<file path="config.mk">
export PLATFORM = sky130hd
export DESIGN_NAME = card_ident_ctrl
export DESIGN_NICKNAME = d
export VERILOG_FILES = /design/src/rtl/card_ident_pkg.sv /design/src/rtl/card_ident_prefix.sv /design/src/rtl/card_ident_pwrup.sv /design/src/rtl/card_ident_rca_gen.sv /design/src/rtl/card_ident_ctrl.sv
export SDC_FILE = /design/constraint.sdc
export NUM_CORES = 1
export LEC_CHECK = 0
export ABC_AREA = 1
export BUFFER_PORTS_ARGS = -buffer_cell sky130_fd_sc_hd__buf_4
export CAP_MARGIN = 25
export CORE_MARGIN = 8
export CORE_UTILIZATION = 45
export DETAILED_ROUTE_END_ITERATION = 10
export PLACE_DENSITY = 0.71
export SYNTH_ARGS = -nofsm -noshare
export SYNTH_HDL_FRONTEND = slang
export SYNTH_HIERARCHICAL = 1
export SYNTH_SLANG_ARGS = --single-unit
</file>
<file path="constraint.sdc">
create_clock -name clk -period 4.2 [get_ports clk]
set_input_delay 0.84 -clock clk [delete_from_list [all_inputs] [get_ports clk]]
set_output_delay 0.84 -clock clk [all_outputs]
set_load 0.02 [all_outputs]
</file>
<file path="src/rtl/card_ident_pkg.sv">
package card_ident_pkg;

  typedef enum logic [2:0] {
    CS_IDLE     = 3'd0,
    CS_READY    = 3'd1,
    CS_IDENT    = 3'd2,
    CS_STBY     = 3'd3,
    CS_INACTIVE = 3'd7
  } card_state_e;

  typedef enum logic [1:0] {
    RK_ACK   = 2'd0,
    RK_OCR   = 2'd1,
    RK_IDENT = 2'd2,
    RK_ADDR  = 2'd3
  } rsp_kind_e;

  localparam logic [5:0] IDX_PREFIX = 6'd55;
  localparam logic [5:0] IDX_OPCOND = 6'd41;
  localparam logic [5:0] IDX_IDENT  = 6'd2;
  localparam logic [5:0] IDX_ADDR   = 6'd3;

  // one step of the address sequence (mod 2^16)
  function automatic logic [15:0] rca_step(input logic [15:0] x,
                                           input logic [15:0] mul,
                                           input logic [15:0] inc);
    logic [15:0] prod;
    prod = x * mul;
    return prod + inc;
  endfunction

  // step, stepping again over the reserved zero address
  function automatic logic [15:0] rca_next(input logic [15:0] x,
                                           input logic [15:0] mul,
                                           input logic [15:0] inc);
    logic [15:0] cand;
    cand = rca_step(x, mul, inc);
    if (cand == 16'h0000) cand = rca_step(cand, mul, inc);
    return cand;
  endfunction

  function automatic logic [31:0] ocr_word(input logic        ready,
                                           input logic [23:0] window);
    return {ready, 7'b0, window};
  endfunction

  function automatic logic window_fits(input logic [23:0] asked,
                                       input logic [23:0] window);
    return (asked & window) != 24'h0;
  endfunction

endpackage

</file>
<file path="src/rtl/card_ident_prefix.sv">
// One-shot latch for the application prefix: any strobe consumes it.
module card_ident_prefix (
  input  logic clk,
  input  logic rst_n,
  input  logic strobe,
  input  logic arm,
  output logic armed
);
  logic armed_q;

  always_ff @(posedge clk) begin
    if (!rst_n)      armed_q <= 1'b0;
    else if (strobe) armed_q <= arm;
  end

  assign armed = armed_q;
endmodule

</file>
<file path="src/rtl/card_ident_pwrup.sv">
// Power-up busy window counted from reset.
module card_ident_pwrup #(
  parameter int unsigned PWRUP_CYCLES = 64
) (
  input  logic clk,
  input  logic rst_n,
  output logic busy
);
  localparam int unsigned CW = $clog2(PWRUP_CYCLES + 2);
  localparam logic [CW-1:0] LIMIT = CW'(PWRUP_CYCLES);

  logic [CW-1:0] cnt_q;

  always_ff @(posedge clk) begin
    if (!rst_n)             cnt_q <= '0;
    else if (cnt_q < LIMIT) cnt_q <= cnt_q + 1'b1;
  end

  assign busy = (cnt_q < LIMIT);
endmodule

</file>
<file path="src/rtl/card_ident_rca_gen.sv">
// Relative address generator and the published address register.
module card_ident_rca_gen
  import card_ident_pkg::*;
#(
  parameter logic [15:0] RCA_SEED = 16'h0001,
  parameter logic [15:0] RCA_MUL  = 16'h0005,
  parameter logic [15:0] RCA_INC  = 16'hFFFB
) (
  input  logic        clk,
  input  logic        rst_n,
  input  logic        publish,
  output logic [15:0] rca_new,
  output logic [15:0] rca_cur
);
  logic [15:0] gen_q;
  logic [15:0] rca_q;

  assign rca_new = rca_next(gen_q, RCA_MUL, RCA_INC);

  always_ff @(posedge clk) begin
    if (!rst_n) begin
      gen_q <= RCA_SEED;
      rca_q <= 16'h0000;
    end else if (publish) begin
      gen_q <= rca_new;
      rca_q <= rca_new;
    end
  end

  assign rca_cur = rca_q;
endmodule

</file>
<file path="src/rtl/card_ident_ctrl.sv">
module card_ident_ctrl
  import card_ident_pkg::*;
#(
  parameter logic [127:0] CID_VALUE    = 128'h0312_5A3C_9E71_0B44_2D68_F0C1_5577_A9E3,
  parameter logic [23:0]  OCR_WINDOW   = 24'hFF8000,
  parameter int unsigned  PWRUP_CYCLES = 64,
  parameter logic [15:0]  RCA_SEED     = 16'h0001,
  parameter logic [15:0]  RCA_MUL      = 16'h0005,
  parameter logic [15:0]  RCA_INC      = 16'hFFFB
) (
  input  logic         clk,
  input  logic         rst_n,
  input  logic         cmd_valid,
  input  logic [5:0]   cmd_index,
  input  logic [31:0]  cmd_arg,
  input  logic         cmd_app,
  output logic         rsp_valid,
  output logic [1:0]   rsp_kind,
  output logic [127:0] rsp_data,
  output logic [2:0]   card_state,
  output logic [15:0]  rca_out
);

  card_state_e state_q, state_d;
  rsp_kind_e   kind_q, kind_d;
  logic [127:0] data_q, data_d;
  logic         valid_q;

  logic         prefix_armed;
  logic         pwr_busy;
  logic [15:0]  rca_new;
  logic [15:0]  rca_cur;

  // named events, also watched by the checker
  logic         plain_cmd, app_cmd, alive;
  logic [15:0]  prefix_addr;
  logic         ev_prefix_ok;
  logic         ev_opcond;
  logic         ev_opcond_ok;
  logic         ev_opcond_bad;
  logic         ev_cid;
  logic         ev_rca;
  logic         ev_answer;
  logic         ev_invalid;

  card_ident_prefix u_prefix (
    .clk    (clk),
    .rst_n  (rst_n),
    .strobe (cmd_valid),
    .arm    (ev_prefix_ok),
    .armed  (prefix_armed)
  );

  card_ident_pwrup #(
    .PWRUP_CYCLES (PWRUP_CYCLES)
  ) u_pwrup (
    .clk   (clk),
    .rst_n (rst_n),
    .busy  (pwr_busy)
  );

  card_ident_rca_gen #(
    .RCA_SEED (RCA_SEED),
    .RCA_MUL  (RCA_MUL),
    .RCA_INC  (RCA_INC)
  ) u_rca (
    .clk     (clk),
    .rst_n   (rst_n),
    .publish (ev_rca),
    .rca_new (rca_new),
    .rca_cur (rca_cur)
  );

  // command classification
  always_comb begin
    plain_cmd   = cmd_valid && !cmd_app;
    app_cmd     = cmd_valid && cmd_app;
    alive       = (state_q != CS_INACTIVE);
    prefix_addr = (state_q == CS_STBY) ? rca_cur : 16'h0000;

    ev_prefix_ok  = plain_cmd && alive && (cmd_index == IDX_PREFIX)
                    && (cmd_arg[31:16] == prefix_addr);
    ev_opcond     = app_cmd && (cmd_index == IDX_OPCOND) && prefix_armed
                    && (state_q == CS_IDLE);
    ev_opcond_ok  = ev_opcond && window_fits(cmd_arg[23:0], OCR_WINDOW);
    ev_opcond_bad = ev_opcond && !window_fits(cmd_arg[23:0], OCR_WINDOW);
    ev_cid        = plain_cmd && (cmd_index == IDX_IDENT) && (state_q == CS_READY);
    ev_rca        = plain_cmd && (cmd_index == IDX_ADDR)
                    && ((state_q == CS_IDENT) || (state_q == CS_STBY));
    ev_answer     = ev_prefix_ok || ev_opcond_ok || ev_cid || ev_rca;
    ev_invalid    = cmd_valid && !ev_answer && !ev_opcond_bad;
  end

  // next state and response payload
  always_comb begin
    state_d = state_q;
    kind_d  = kind_q;
    data_d  = data_q;
    if (ev_prefix_ok) begin
      kind_d = RK_ACK;
      data_d = {125'h0, state_q};
    end else if (ev_opcond_bad) begin
      state_d = CS_INACTIVE;
    end else if (ev_opcond_ok) begin
      kind_d = RK_OCR;
      data_d = {96'h0, ocr_word(!pwr_busy, OCR_WINDOW)};
      if (!pwr_busy) state_d = CS_READY;
    end else if (ev_cid) begin
      kind_d  = RK_IDENT;
      data_d  = CID_VALUE;
      state_d = CS_IDENT;
    end else if (ev_rca) begin
      kind_d  = RK_ADDR;
      data_d  = {96'h0, rca_new, 16'h0000};
      state_d = CS_STBY;
    end
  end

  always_ff @(posedge clk) begin
    if (!rst_n) begin
      state_q <= CS_IDLE;
      kind_q  <= RK_ACK;
      data_q  <= '0;
      valid_q <= 1'b0;
    end else begin
      state_q <= state_d;
      kind_q  <= kind_d;
      data_q  <= data_d;
      valid_q <= ev_answer;
    end
  end

  assign rsp_valid  = valid_q;
  assign rsp_kind   = kind_q;
  assign rsp_data   = data_q;
  assign card_state = state_q;
  assign rca_out    = rca_cur;

endmodule

</file>
==> impl_metrics.sql, run 1 <==
INSERT INTO impl_metrics (metric_group, metric, value, unit) VALUES
('global_routing', 'grt_pass1_vias', '6062', ''),
('global_routing', 'grt_first_pass_wirelength', '29.9', 'mm'),
('clock_network', 'cts_tree', 'yes', ''),
('power_and_ir_drop', 'seqPwrFrac', '44.8', '%'),
('place', 'pre_cts_slack', '-0.323', 'ns'),
('yosys', 'postSynthAreaPerCell', '6.49', 'µm²'),
('power_and_ir_drop', 'cellPowerDensity', '131', 'mW/mm²'),
('global_routing', 'grt.total_usage', '19.8', '%'),
('sta', 'final.period_utilization', '103', '%'),
('setup_path', 'timing.critical_path.slowest_cell_delay', '0.56', 'ns'),
('sta', 'final_setup_fails', '7', ''),
('sta', 'fin_ws', '-0.127', 'ns'),
('power_and_ir_drop', 'switching_power', '298', 'µW'),
('drt', 'drt-pass1-iter-count', '5', ''),
('sta', 'worst_slew_margin_rel', '52.8', '%'),
('finish', 'fin_nets', '1247', ''),
('sta', 'final.setup.tns', '-0.617', 'ns'),
('finish', 'finalCoreUtilization', '60.8', '%'),
('setup_path', 'cp_data_required_time', '4.42', 'ns'),
('drt', 'postRouteWirelength', '20.4', 'mm'),
('power_and_ir_drop', 'p_sw_share', '26.9', '%'),
('place', 'port_buffers', '114', ''),
('die', 'design.die.area', '0.0182', 'mm²'),
('die', 'initial_core_util', '46.0', '%'),
('finish', 'antenna_cells_inserted', '0', ''),
('yosys', 'netlist_instances', '983', ''),
('die', 'std_cell_rows', '43', ''),
('clock_network', 'cts_buffer_depth', '2', ''),
('power_and_ir_drop', 'static-leakage-power', '0.00457', 'µW'),
('yosys', 'syn_area', '0.00638', 'mm²'),
('sta', 'worstMarginPinSlew', '0.708', 'ns'),
('yosys', 'synthesis.yosys.warnings', '6', ''),
('outcome', 'violated_checks', 'negative setup slack', ''),
('yosys', 'count_of_state_elements_after_synthesis', '52', ''),
('sta', 'finalClockSkew', '0.00825', 'ns'),
('outcome', 'run_status', 'complete, but fails checks', ''),
('clock_network', 'cts_root_buffer_type', 'sky130_fd_sc_hd__clkbuf_16', ''),
('drt', 'number_of_drc_violations_after_detailed_routing_iteration_0', '406', ''),
('worst_hold_path', 'hold_path.class', 'register to register', ''),
('clock_network', 'cts.reportedPaths.clkPinSlew', '0.07', 'ns'),
('power_and_ir_drop', 'power.combinational.fraction', '11.7', '%'),
('die', 'floorplan.die.height', '135', 'µm'),
('setup_path', 'worstSetupPathType', 'register to register', ''),
('sta', 'grt_setup_unrepaired', 'true', ''),
('die', 'io_pins', '192', ''),
('sta', 'max_freq', '231', 'MHz'),
('yosys', 'ys_types', '46', ''),
('setup_path', 'path_common_cell', 'sky130_fd_sc_hd__nand2_1', ''),
('sta', 'layout_min_cycle_time', '4.33', 'ns'),
('finish', 'layout-drive-gt1-share', '35.0', '%'),
('finish', 'commonest_cells_after_routing_fill_and_taps_aside', 'sky130_fd_sc_hd__buf_4, sky130_fd_sc_hd__nand2_1, sky130_fd_sc_hd__inv_1', ''),
('setup_path', 'critical_path_slowest_stage_cell', 'sky130_fd_sc_hd__fa_1', ''),
('place', 'dp_cells', '1294', ''),
('finish', 'filler_cell_count', '1214', ''),
('die', 'floorplan.core_area', '0.0139', 'mm²'),
('setup_path', 'crit_path_end_kind', 'register', ''),
('sta', 'hold_ws', '0.466', 'ns'),
('setup_path', 'critical_path_peak_fanout', '5', ''),
('finish', 'layout.cells.most_common', 'sky130_fd_sc_hd__buf_4', ''),
('job', 'max_cap_viol_count', '0', ''),
('power_and_ir_drop', 'power.ir.vdd_worst', '0.147', 'mV'),
('sta', 'slew_viol_final', '0', ''),
('global_routing', 'antenna_found_initial', '0', ''),
('power_and_ir_drop', 'clock_share_of_power', '43.5', '%'),
('setup_path', 'cpLargestDelayFamily', 'adder cells', ''),
('drt', 'vias_per_cell', '4.94', ''),
('global_routing', 'grt_max_degree', '47', ''),
('clock_network', 'worstSkewPairLatency', '0.30', 'ns'),
('setup_path', 'crit_arrival', '4.55', 'ns'),
('setup_path', 'cp-start-kind', 'register', ''),
('drt', 'vias', '6566', '');
## Yosys cell counts, drive strengths merged
cell type,number,area (µm²)
a211oi,2,20.0
a21boi,2,15.0
a21o,4,30.0
a21oi,49,245
a31o,2,17.5
a31oi,2,12.5
and2,3,18.8
buf,132,1000
clkbuf,4,15.0
clkinv,2,7.51
conb,1,3.75
dfxtp,52,1040
fa,18,360
ha,40,500
inv,169,634
nand2,241,955
nand3,59,310
nand3b,6,45.0
nand4,22,138
nor2,88,360
nor3,12,70.1
nor4,2,27.5
o211ai,1,7.51
o21a,1,7.51
o21ai,21,113
o21bai,10,78.8
o22ai,7,43.8
or2,1,6.26
xnor2,9,113
xor2,21,184
## power by group through the flow
stage / logic, µW / registers (µW) / clock network (µW)
3_3_place_gp: 124 / 510 / 0
6_report: 129 / 497 / 482
3_5_place_dp: 125 / 510 / 0
2_1_floorplan: 133 / 509 / 0
4_1_cts: 125 / 498 / 486
5_1_grt: 142 / 497 / 510
## kinds of logic (layout without fill, tap and decap cells)
logic type      Yosys count  in the layout  share of synthesized area, %
buf+inv                 307            411                          26.0
xor+xnor                 30             30                          4.65
flops                    52             52                          16.3
simple gates            434            434                          30.2
fa+ha+maj                58             58                          13.5
compound gates          101            101                          9.25
other cells               1             62                        0.0588
## final timing paths
path,startpoint,end,slack [ns],cells after the start
max,u_rca/gen_q[4]$_SDFFE_PN0P_,rsp_data[31]$_SDFFE_PP0P_,-0.13,28
min,rsp_data[27]$_SDFFE_PP0P_,rsp_data[27]$_SDFFE_PP0P_,0.47,2
max reg2reg,u_rca/gen_q[4]$_SDFFE_PN0P_,rsp_data[31]$_SDFFE_PP0P_,-0.13,28
min reg2reg,rsp_data[27]$_SDFFE_PP0P_,rsp_data[27]$_SDFFE_PP0P_,0.47,2
## per-layer routing
layer / routed length, µm / vias up / track usage (%)
li1: - / 3208 / -
met1: 7940 / 2990 / 23.4
met2: 10100 / 308 / 35.4
met3: 1650 / 60 / 2.97
met4: 670 / 0 / 7.09
met5: 0 / - / 0
## metrics by stage
step | total power [µW] | cell area, µm²
3_5_place_dp | 635 | 7370
4_1_cts | 1110 | 7950
3_3_place_gp | 634 | 7370
2_1_floorplan | 642 | 6610
6_report | 1110 | 8440
5_1_grt | 1150 | 8440
## tightest hold or removal path, delay by kind of cell (launching register included)
kind            cells  cell delay [ns]
compound gates      1             0.05
flops               1             0.31
simple gates        1             0.06
## what timing repair did
action | 4_1_cts | 5_1_grt
endpoints found under the setup margin | 16 | 18
gates resized for setup | 65 | 92
setup buffers | 13 | 15
pin swaps | 26 | 64
## area by class of cell
cell class / instances / area (µm²) / share of cell area, %
clock inverter: 2 / 38.8 / 0.459
timing repair buffer: 232 / 1780 / 21.1
sequential: 52 / 1050 / 12.5
inverter: 171 / 644 / 7.63
tap: 180 / 225 / 2.67
clock buffer: 6 / 129 / 1.53
multi-input combinational: 685 / 4570 / 54.2
## flip-flops by register name (all words and copies together), names as in the netlist
signal	count
rsp_valid	1
u_prefix/armed	1
card_state	3
u_rca/rca_cur	1
rsp_kind	2
rsp_data	21
u_pwrup/cnt_q	7
u_rca/gen_q	16
Note: power is estimated with default switching activity, not from simulation.
==> run 2, diff against run 1 <==
- CORE_UTILIZATION: 45 -> 48
- PLACE_DENSITY: 0.71 -> 0.75
==> impl_metrics.sql, run 2 (synthesized netlist as in run 1, its figures left out) <==
INSERT INTO impl_metrics (metric_group, metric, value, unit) VALUES
('outcome', 'run_status', 'complete, but fails checks', ''),
('outcome', 'violated_checks', 'negative setup slack', ''),
('setup_path', 'reg2reg_setup_slack', '-0.21', 'ns'),
('drt', 'postRouteWirelength', '21.2', 'mm'),
('die', 'initial_core_util', '48.6', '%'),
('place', 'port_buffers', '114', ''),
('global_routing', 'antenna_found_initial', '0', ''),
('finish', 'register_area', '0.00105', 'mm²'),
('setup_path', 'crit_arrival', '4.62', 'ns'),
('power_and_ir_drop', 'static-leakage-power', '0.00459', 'µW'),
('sta', 'number_of_endpoints_with_negative_hold_slack_in_the_final_report', '0', ''),
('sta', 'finalClockSkew', '0.0116', 'ns'),
('die', 'floorplan.die.height', '131', 'µm'),
('clock_network', 'cts.reportedPaths.clkPinSlew', '0.08', 'ns'),
('finish', 'fin_nets', '1249', ''),
('drt', 'vias', '6764', ''),
('setup_path', 'crit_end', 'rsp_data[31]$_SDFFE_PP0P_', ''),
('setup_path', 'crit-reg2reg-capture', 'rsp_data[31]$_SDFFE_PP0P_', ''),
('drt', 'number_of_drc_violations_after_detailed_routing_iteration_0', '513', ''),
('sta', 'worst_slew_margin_rel', '60.1', '%'),
('global_routing', 'grt.total_usage', '20.7', '%'),
('clock_network', 'ctsHtreeMaxLevel', '2', ''),
('clock_network', 'cts_root_buffer_type', 'sky130_fd_sc_hd__clkbuf_16', ''),
('finish', 'layout-drive-gt1-share', '38.9', '%'),
('die', 'floorplan.core_area', '0.0131', 'mm²'),
('power_and_ir_drop', 'power.ir.vdd_worst', '0.156', 'mV'),
('sta', 'worstMarginPinSlew', '0.598', 'ns'),
('global_routing', 'grt_first_pass_wirelength', '30.3', 'mm'),
('place', 'place.detailed.hpwl', '14.7', 'mm'),
('setup_path', 'crit-reg2reg-launch', 'u_rca/gen_q[4]$_SDFFE_PN0P_', ''),
('finish', 'final_area', '0.00867', 'mm²'),
('finish', 'layout.cells.most_common', 'sky130_fd_sc_hd__buf_4', ''),
('place', 'gp_routability_congestion', '0.917', ''),
('place', 'postPlaceCellArea', '0.00734', 'mm²'),
('clock_network', 'clkSinkCount', '52', ''),
('sta', 'max_freq', '227', 'MHz'),
('sta', 'slew_viol_final', '0', ''),
('setup_path', 'worstSetupPathType', 'register to register', ''),
('job', 'max_cap_viol_count', '0', ''),
('finish', 'antenna_cells_inserted', '0', ''),
('setup_path', 'cp-start-kind', 'register', ''),
('setup_path', 'critPathLaunch', 'u_rca/gen_q[4]$_SDFFE_PN0P_', ''),
('sta', 'final_setup_fails', '11', ''),
('drt', 'remaining_antenna_violation_count_after_routing', '0', ''),
('sta', 'fin_ws', '-0.206', 'ns'),
('finish', 'largest_reg_flops', '21', ''),
('finish', 'areaGrowthSynthToFinish', '35.8', '%'),
('drt', 'wl_per_cell', '16.0', 'µm'),
('global_routing', 'remaining_global_route_overflow', '0', ''),
('clock_network', 'cts-buffers-inserted', '5', ''),
('clock_network', 'cts_buffer_depth', '2', ''),
('die', 'io_pins', '192', ''),
('clock_network', 'cts_tree', 'yes', ''),
('finish', 'commonest_cells_after_routing_fill_and_taps_aside', 'sky130_fd_sc_hd__buf_4, sky130_fd_sc_hd__nand2_1, sky130_fd_sc_hd__inv_1', ''),
('worst_hold_path', 'hold_path.class', 'register to register', ''),
('setup_path', 'cp_data_required_time', '4.42', 'ns'),
('clock_network', 'worstSkewPairLatency', '0.30', 'ns'),
('setup_path', 'critical_path_peak_fanout', '4', ''),
('power_and_ir_drop', 'power', '1040', 'µW'),
('drt', 'vias_per_cell', '5.10', ''),
('sta', 'layout_min_cycle_time', '4.41', 'ns'),
('sta', 'grt_setup_unrepaired', 'true', ''),
('setup_path', 'critical_path_slowest_stage_cell', 'sky130_fd_sc_hd__fa_1', ''),
('die', 'design.die.area', '0.0172', 'mm²'),
('global_routing', 'grt_pass1_vias', '6358', ''),
('finish', 'filler_cell_count', '1070', ''),
('drt', 'drt-pass1-iter-count', '5', ''),
('sta', 'final.period_utilization', '105', '%'),
('setup_path', 'timing.critical_path.slowest_cell_delay', '0.55', 'ns'),
('die', 'std_cell_rows', '42', ''),
('power_and_ir_drop', 'cellPowerDensity', '120', 'mW/mm²'),
('setup_path', 'crit_path_end_kind', 'register', ''),
('setup_path', 'path_common_cell', 'sky130_fd_sc_hd__nand2_1', ''),
('drt', 'drt_drc_violations_left', '0', ''),
('global_routing', 'grt_max_degree', '37', ''),
('die', 'die_w', '131', 'µm'),
('finish', 'multi_input_combinational_cell_area', '0.00478', 'mm²'),
('setup_path', 'worstRegToRegCells', '28', '');
-- run 2: cell types whose count changed in the layout (fill, tap and decap cells not counted), sizes merged --
| cell | before | now |
|---|---|---|
| buf | 232 | 234 |
| bufinv | 1 | 0 |
| clkinvlp | 0 | 1 |
| clkinv | 2 | 3 |
| clkbuf | 6 | 5 |
-- run 2: metrics by stage --
step | setup TNS (ns) | util [%] | cells | setup WS (ns) | hold WS [ns]
after CTS | -0.0716 | 61.0 | 1306 | -0.0372 | 0.479
after global placement | -1.44 | 55.7 | 1284 | -0.259 | 0.464
final | -0.905 | 66.0 | 1326 | -0.206 | 0.476
after global routing | -2.88 | 66.0 | 1326 | -0.348 | 0.499
after floorplan | 0 | - | 1044 | 0.0458 | 0.460
after detailed placement | -2.17 | 55.9 | 1285 | -0.309 | 0.469
-- run 2: final cells by class --
| type | instances | area share (%) |
|---|---|---|
| multi-input cells | 685 | 55.1 |
| inverters | 171 | 7.46 |
| clock buffers | 5 | 1.44 |
| clock inverters | 3 | 0.245 |
| well taps | 176 | 2.54 |
| flip-flops and latches | 52 | 12.2 |
| repair buffers | 234 | 21.0 |
-- run 2: worst min path at each step --
stage | endpoint | from | slack [ns] | depth (start not counted)
detailed placement | rsp_data[25]$_SDFFE_PP0P_ | rsp_data[25]$_SDFFE_PP0P_ | 0.47 | 2
global route | rsp_data[31]$_SDFFE_PP0P_ | rsp_data[31]$_SDFFE_PP0P_ | 0.50 | 2
finish | rsp_data[25]$_SDFFE_PP0P_ | rsp_data[25]$_SDFFE_PP0P_ | 0.48 | 2
CTS | rsp_data[25]$_SDFFE_PP0P_ | rsp_data[25]$_SDFFE_PP0P_ | 0.48 | 2
floorplan | u_pwrup/cnt_q[0]$_SDFFE_PN0N_ | u_pwrup/cnt_q[0]$_SDFFE_PN0N_ | 0.46 | 2
global placement | rsp_data[25]$_SDFFE_PP0P_ | rsp_data[25]$_SDFFE_PP0P_ | 0.46 | 2
-- run 2: power by group --
part           switching [µW]  internal (µW)  leakage, µW  total [µW]
Clock                     192            222    0.0000702         414
Sequential               2.68            495     0.000424         498
Combinational            97.4           31.8      0.00410         129
-- run 2: repair_timing --
| action | 4_1_cts | 5_1_grt |
|---|---|---|
| buffers inserted | 13 | 22 |
| resized for setup | 82 | 128 |
| setup endpoints to repair | 17 | 19 |
| pin swaps | 34 | 64 |
| hold buffers | 0 | 0 |
| cloned | 0 | 0 |
-- run 2: worst max-delay path: cells and delay by family, from the launching register on --
kind                       cells  cell delay (ns)
adders and majority gates      4             1.20
AOI/OAI and AO/OA              7             0.94
xor gates and xnor gates       2             0.37
buffers and inverters          4             0.41
and+or+nand+nor               11             1.08
DFF                            1             0.33
-- run 2: layer usage --
layer	GRT usage, %	share of wire, %	up-vias
met4	8.30	4.6	0
met1	23.7	37	3131
met2	37.4	50	350
met5	0	0	-
li1	-	-	3205
met3	3.32	7.5	78
==> run 3, diff against run 2 <==
- ABC_AREA: 1 -> 0
- CORE_UTILIZATION: 48 -> 47
- CTS_CLUSTER_SIZE: default -> 12
==> impl_metrics.sql, run 3 <==
INSERT INTO impl_metrics (metric_group, metric, value, unit) VALUES
('yosys', 'ys_types', '81', ''),
('yosys', 'synthesis.yosys.warnings', '6', ''),
('finish', 'multi_input_combinational_cell_area', '0.00409', 'mm²'),
('global_routing', 'grt_max_degree', '47', ''),
('yosys', 'postSynth.topFlopCell', 'sky130_fd_sc_hd__dfxtp_1', ''),
('sta', 'worst_slew_margin_rel', '65.0', '%'),
('clock_network', 'cts-buffers-inserted', '5', ''),
('clock_network', 'cts_tree', 'yes', ''),
('drt', 'postRouteWirelength', '17.8', 'mm'),
('clock_network', 'worstSkewPairLatency', '0.30', 'ns'),
('worst_hold_path', 'timing.hold.worst_path_depth', '2', ''),
('worst_hold_path', 'timing.hold.worst.start', 'u_pwrup/cnt_q[5]$_SDFFE_PN0N_', ''),
('place', 'postPlaceCellArea', '0.00708', 'mm²'),
('drt', 'vias_per_cell', '5.40', ''),
('clock_network', 'cts.reportedPaths.clkPinSlew', '0.08', 'ns'),
('sta', 'final_setup_fails', '33', ''),
('finish', 'layout.cells.most_common', 'sky130_fd_sc_hd__buf_4', ''),
('sta', 'final.period_utilization', '113', '%'),
('yosys', 'synth_edf_count', '0', ''),
('yosys', 'count_of_state_elements_after_synthesis', '52', ''),
('clock_network', 'cts_buffer_depth', '2', ''),
('yosys', 'synth-async-reset-ratio', '0', '%'),
('power_and_ir_drop', 'power', '1050', 'µW'),
('sta', 'layout_min_cycle_time', '4.74', 'ns'),
('die', 'floorplan.die.height', '126', 'µm'),
('finish', 'filler_cell_count', '954', ''),
('drt', 'remaining_antenna_violation_count_after_routing', '0', ''),
('power_and_ir_drop', 'p_sw_share', '28.4', '%'),
('finish', 'areaGrowthSynthToFinish', '34.4', '%'),
('yosys', 'netlist_instances', '705', ''),
('drt', 'wl_per_cell', '17.3', 'µm'),
('worst_hold_path', 'timing.hold.worst_endpoint', 'u_pwrup/cnt_q[5]$_SDFFE_PN0N_', ''),
('setup_path', 'crit-reg2reg-capture', 'rsp_data[31]$_SDFFE_PP0P_', ''),
('outcome', 'violated_checks', 'negative setup slack', ''),
('sta', 'fin_ws', '-0.538', 'ns'),
('setup_path', 'crit_path_end_kind', 'register', ''),
('sta', 'worstMarginPinSlew', '0.525', 'ns'),
('job', 'max_cap_viol_count', '0', ''),
('clock_network', 'cts_root_buffer_type', 'sky130_fd_sc_hd__clkbuf_16', ''),
('sta', 'finalClockSkew', '0.00597', 'ns'),
('sta', 'number_of_endpoints_with_negative_hold_slack_in_the_final_report', '0', ''),
('setup_path', 'worstSetupPathType', 'register to register', ''),
('die', 'design.die.area', '0.0159', 'mm²'),
('place', 'place.detailed.hpwl', '13.5', 'mm'),
('sta', 'slew_viol_final', '0', ''),
('global_routing', 'grt_first_pass_wirelength', '27.1', 'mm'),
('die', 'die_w', '126', 'µm'),
('finish', 'largest_reg_flops', '21', ''),
('yosys', 'yosysTopAreaCellShare', '18.2', '%'),
('power_and_ir_drop', 'cellPowerDensity', '137', 'mW/mm²'),
('setup_path', 'crit_arrival', '4.91', 'ns'),
('die', 'initial_core_util', '47.7', '%'),
('finish', 'antenna_cells_inserted', '0', ''),
('power_and_ir_drop', 'switching_power', '300', 'µW'),
('finish', 'register_area', '0.00105', 'mm²'),
('place', 'port_buffers', '114', ''),
('power_and_ir_drop', 'power.ir.vdd_worst', '0.166', 'mV'),
('yosys', 'yosys-top-cells-area', 'sky130_fd_sc_hd__dfxtp_1, sky130_fd_sc_hd__buf_4, sky130_fd_sc_hd__ha_1', ''),
('die', 'floorplan.core_area', '0.0120', 'mm²'),
('global_routing', 'grt_pass1_vias', '5377', ''),
('drt', 'drt_drc_violations_left', '0', ''),
('finish', 'fin_nets', '980', ''),
('yosys', 'syn_area', '0.00571', 'mm²'),
('clock_network', 'clkSinkCount', '52', ''),
('die', 'io_pins', '192', ''),
('power_and_ir_drop', 'static-leakage-power', '0.00374', 'µW'),
('sta', 'max_freq', '211', 'MHz'),
('finish', 'commonest_cells_after_routing_fill_and_taps_aside', 'sky130_fd_sc_hd__buf_4, sky130_fd_sc_hd__inv_1, sky130_fd_sc_hd__conb_1', ''),
('place', 'gp_routability_congestion', '0.908', ''),
('sta', 'final.setup.tns', '-12.70', 'ns'),
('yosys', 'post-synth-top-count-cell', 'sky130_fd_sc_hd__buf_4', ''),
('setup_path', 'critPathLaunch', 'u_rca/gen_q[2]$_SDFFE_PN0P_', ''),
('clock_network', 'holdBufCountCts', '0', ''),
('yosys', 'synth_area_leader_cell', 'sky130_fd_sc_hd__dfxtp_1', ''),
('power_and_ir_drop', 'clock_share_of_power', '42.5', '%'),
('setup_path', 'reg2reg_setup_slack', '-0.54', 'ns'),
('sta', 'grt_setup_unrepaired', 'true', ''),
('worst_hold_path', 'hold_path.class', 'register to register', ''),
('finish', 'layout-drive-gt1-share', '41.7', '%'),
('power_and_ir_drop', 'power.internal', '755', 'µW'),
('power_and_ir_drop', 'seqPwrFrac', '47.1', '%'),
('finish', 'final_area', '0.00767', 'mm²'),
('yosys', 'postSynthAreaPerCell', '8.10', 'µm²'),
('global_routing', 'grt.total_usage', '20.5', '%'),
('global_routing', 'remaining_global_route_overflow', '0', ''),
('drt', 'vias', '5551', ''),
('drt', 'number_of_drc_violations_after_detailed_routing_iteration_0', '374', ''),
('global_routing', 'antenna_found_initial', '0', ''),
('drt', 'drt-pass1-iter-count', '7', ''),
('power_and_ir_drop', 'power.combinational.fraction', '10.3', '%'),
('outcome', 'run_status', 'complete, but fails checks', ''),
('clock_network', 'ctsHtreeMaxLevel', '2', ''),
('place', 'dp_cells', '1007', ''),
('die', 'std_cell_rows', '40', ''),
('setup_path', 'critical_path_peak_fanout', '5', ''),
('setup_path', 'worstRegToRegCells', '20', ''),
('finish', 'final_cells', '1028', ''),
('yosys', 'synthTopCellsByCount', 'sky130_fd_sc_hd__buf_4, sky130_fd_sc_hd__inv_1, sky130_fd_sc_hd__dfxtp_1', ''),
('setup_path', 'crit-reg2reg-launch', 'u_rca/gen_q[2]$_SDFFE_PN0P_', ''),
('setup_path', 'cp_data_required_time', '4.37', 'ns'),
('setup_path', 'cp-start-kind', 'register', ''),
('yosys', 'ys_seq_area_share', '18.2', '%');
==> run 3: cells by family after synthesis <==
logic type,Yosys count,synth area share (%)
buf+inv,219,23.0
other cells,1,0.0657
mux,6,1.07
simple gates,168,16.9
compound gates,162,19.7
fa+ha+maj,58,15.1
xor+xnor,39,5.98
flops,52,18.2
==> run 3: per-layer routing <==
metal,wire [µm],up-vias,share of wire [%],global-route usage [%]
li1,-,2620,-,-
met1,7630,2626,43,26.1
met2,8460,265,48,34.5
met3,1210,40,6.8,2.91
met4,492,0,2.8,7.36
met5,0,-,0,0
==> run 3: final cells by class <==
type                       instances  share of cell area, %
inverter                          75                   3.73
clock inverter                     3                  0.375
timing repair buffer             251                   24.9
multi-input combinational        495                   53.3
clock buffer                       5                   1.63
sequential                        52                   13.6
tap                              147                   2.40
==> run 3: how the worst max path moves through the flow <==
stage                                 to
5_1_grt        rsp_data[17]$_SDFFE_PP0P_
6_report       rsp_data[31]$_SDFFE_PP0P_
3_5_place_dp   rsp_data[30]$_SDFFE_PP0P_
3_3_place_gp   rsp_data[30]$_SDFFE_PP0P_
2_1_floorplan  rsp_data[31]$_SDFFE_PP0P_
4_1_cts        rsp_data[30]$_SDFFE_PP0P_
==> run 3: what timing repair did <==
action | in CTS | in global routing
setup endpoints to repair | 33 | 33
pin swaps | 26 | 41
gates resized for setup | 33 | 39
setup buffers | 9 | 6
==> run 3: power groups by stage <==
| stage | combinational, µW | sequential, µW | clock [µW] |
|---|---|---|---|
| after floorplan | 119 | 508 | 0 |
| after global placement | 104 | 509 | 0 |
| after detailed placement | 105 | 509 | 0 |
| after CTS | 106 | 497 | 450 |
| after global routing | 117 | 498 | 471 |
| final | 109 | 497 | 449 |
==> run 3: critical path, stage by stage (launching register included) <==
cell	delay, ns
sky130_fd_sc_hd__dfxtp_2	0.35
sky130_fd_sc_hd__inv_2	0.05
sky130_fd_sc_hd__fa_1	0.52
sky130_fd_sc_hd__ha_4	0.29
sky130_fd_sc_hd__or3b_4	0.40
sky130_fd_sc_hd__buf_6	0.15
sky130_fd_sc_hd__a211oi_4	0.27
sky130_fd_sc_hd__xnor2_2	0.21
sky130_fd_sc_hd__buf_4	0.22
sky130_fd_sc_hd__xor2_1	0.15
sky130_fd_sc_hd__ha_1	0.25
sky130_fd_sc_hd__ha_1	0.34
sky130_fd_sc_hd__and3_4	0.18
sky130_fd_sc_hd__a22oi_2	0.24
sky130_fd_sc_hd__buf_4	0.15
sky130_fd_sc_hd__o211ai_1	0.09
sky130_fd_sc_hd__and3_1	0.16
sky130_fd_sc_hd__o211ai_1	0.20
sky130_fd_sc_hd__nand2_1	0.08
sky130_fd_sc_hd__a311oi_1	0.23
sky130_fd_sc_hd__nor3_1	0.07
==> run 3: stage by stage <==
| step | hold slack [ns] | setup slack (ns) | utilization, % |
|---|---|---|---|
| floorplan | 0.442 | -0.132 | - |
| global placement | 0.456 | -0.422 | 59.2 |
| detailed placement | 0.465 | -0.506 | 59.2 |
| CTS | 0.478 | -0.442 | 62.3 |
| global route | 0.485 | -0.691 | 64.2 |
| finish | 0.476 | -0.538 | 64.2 |
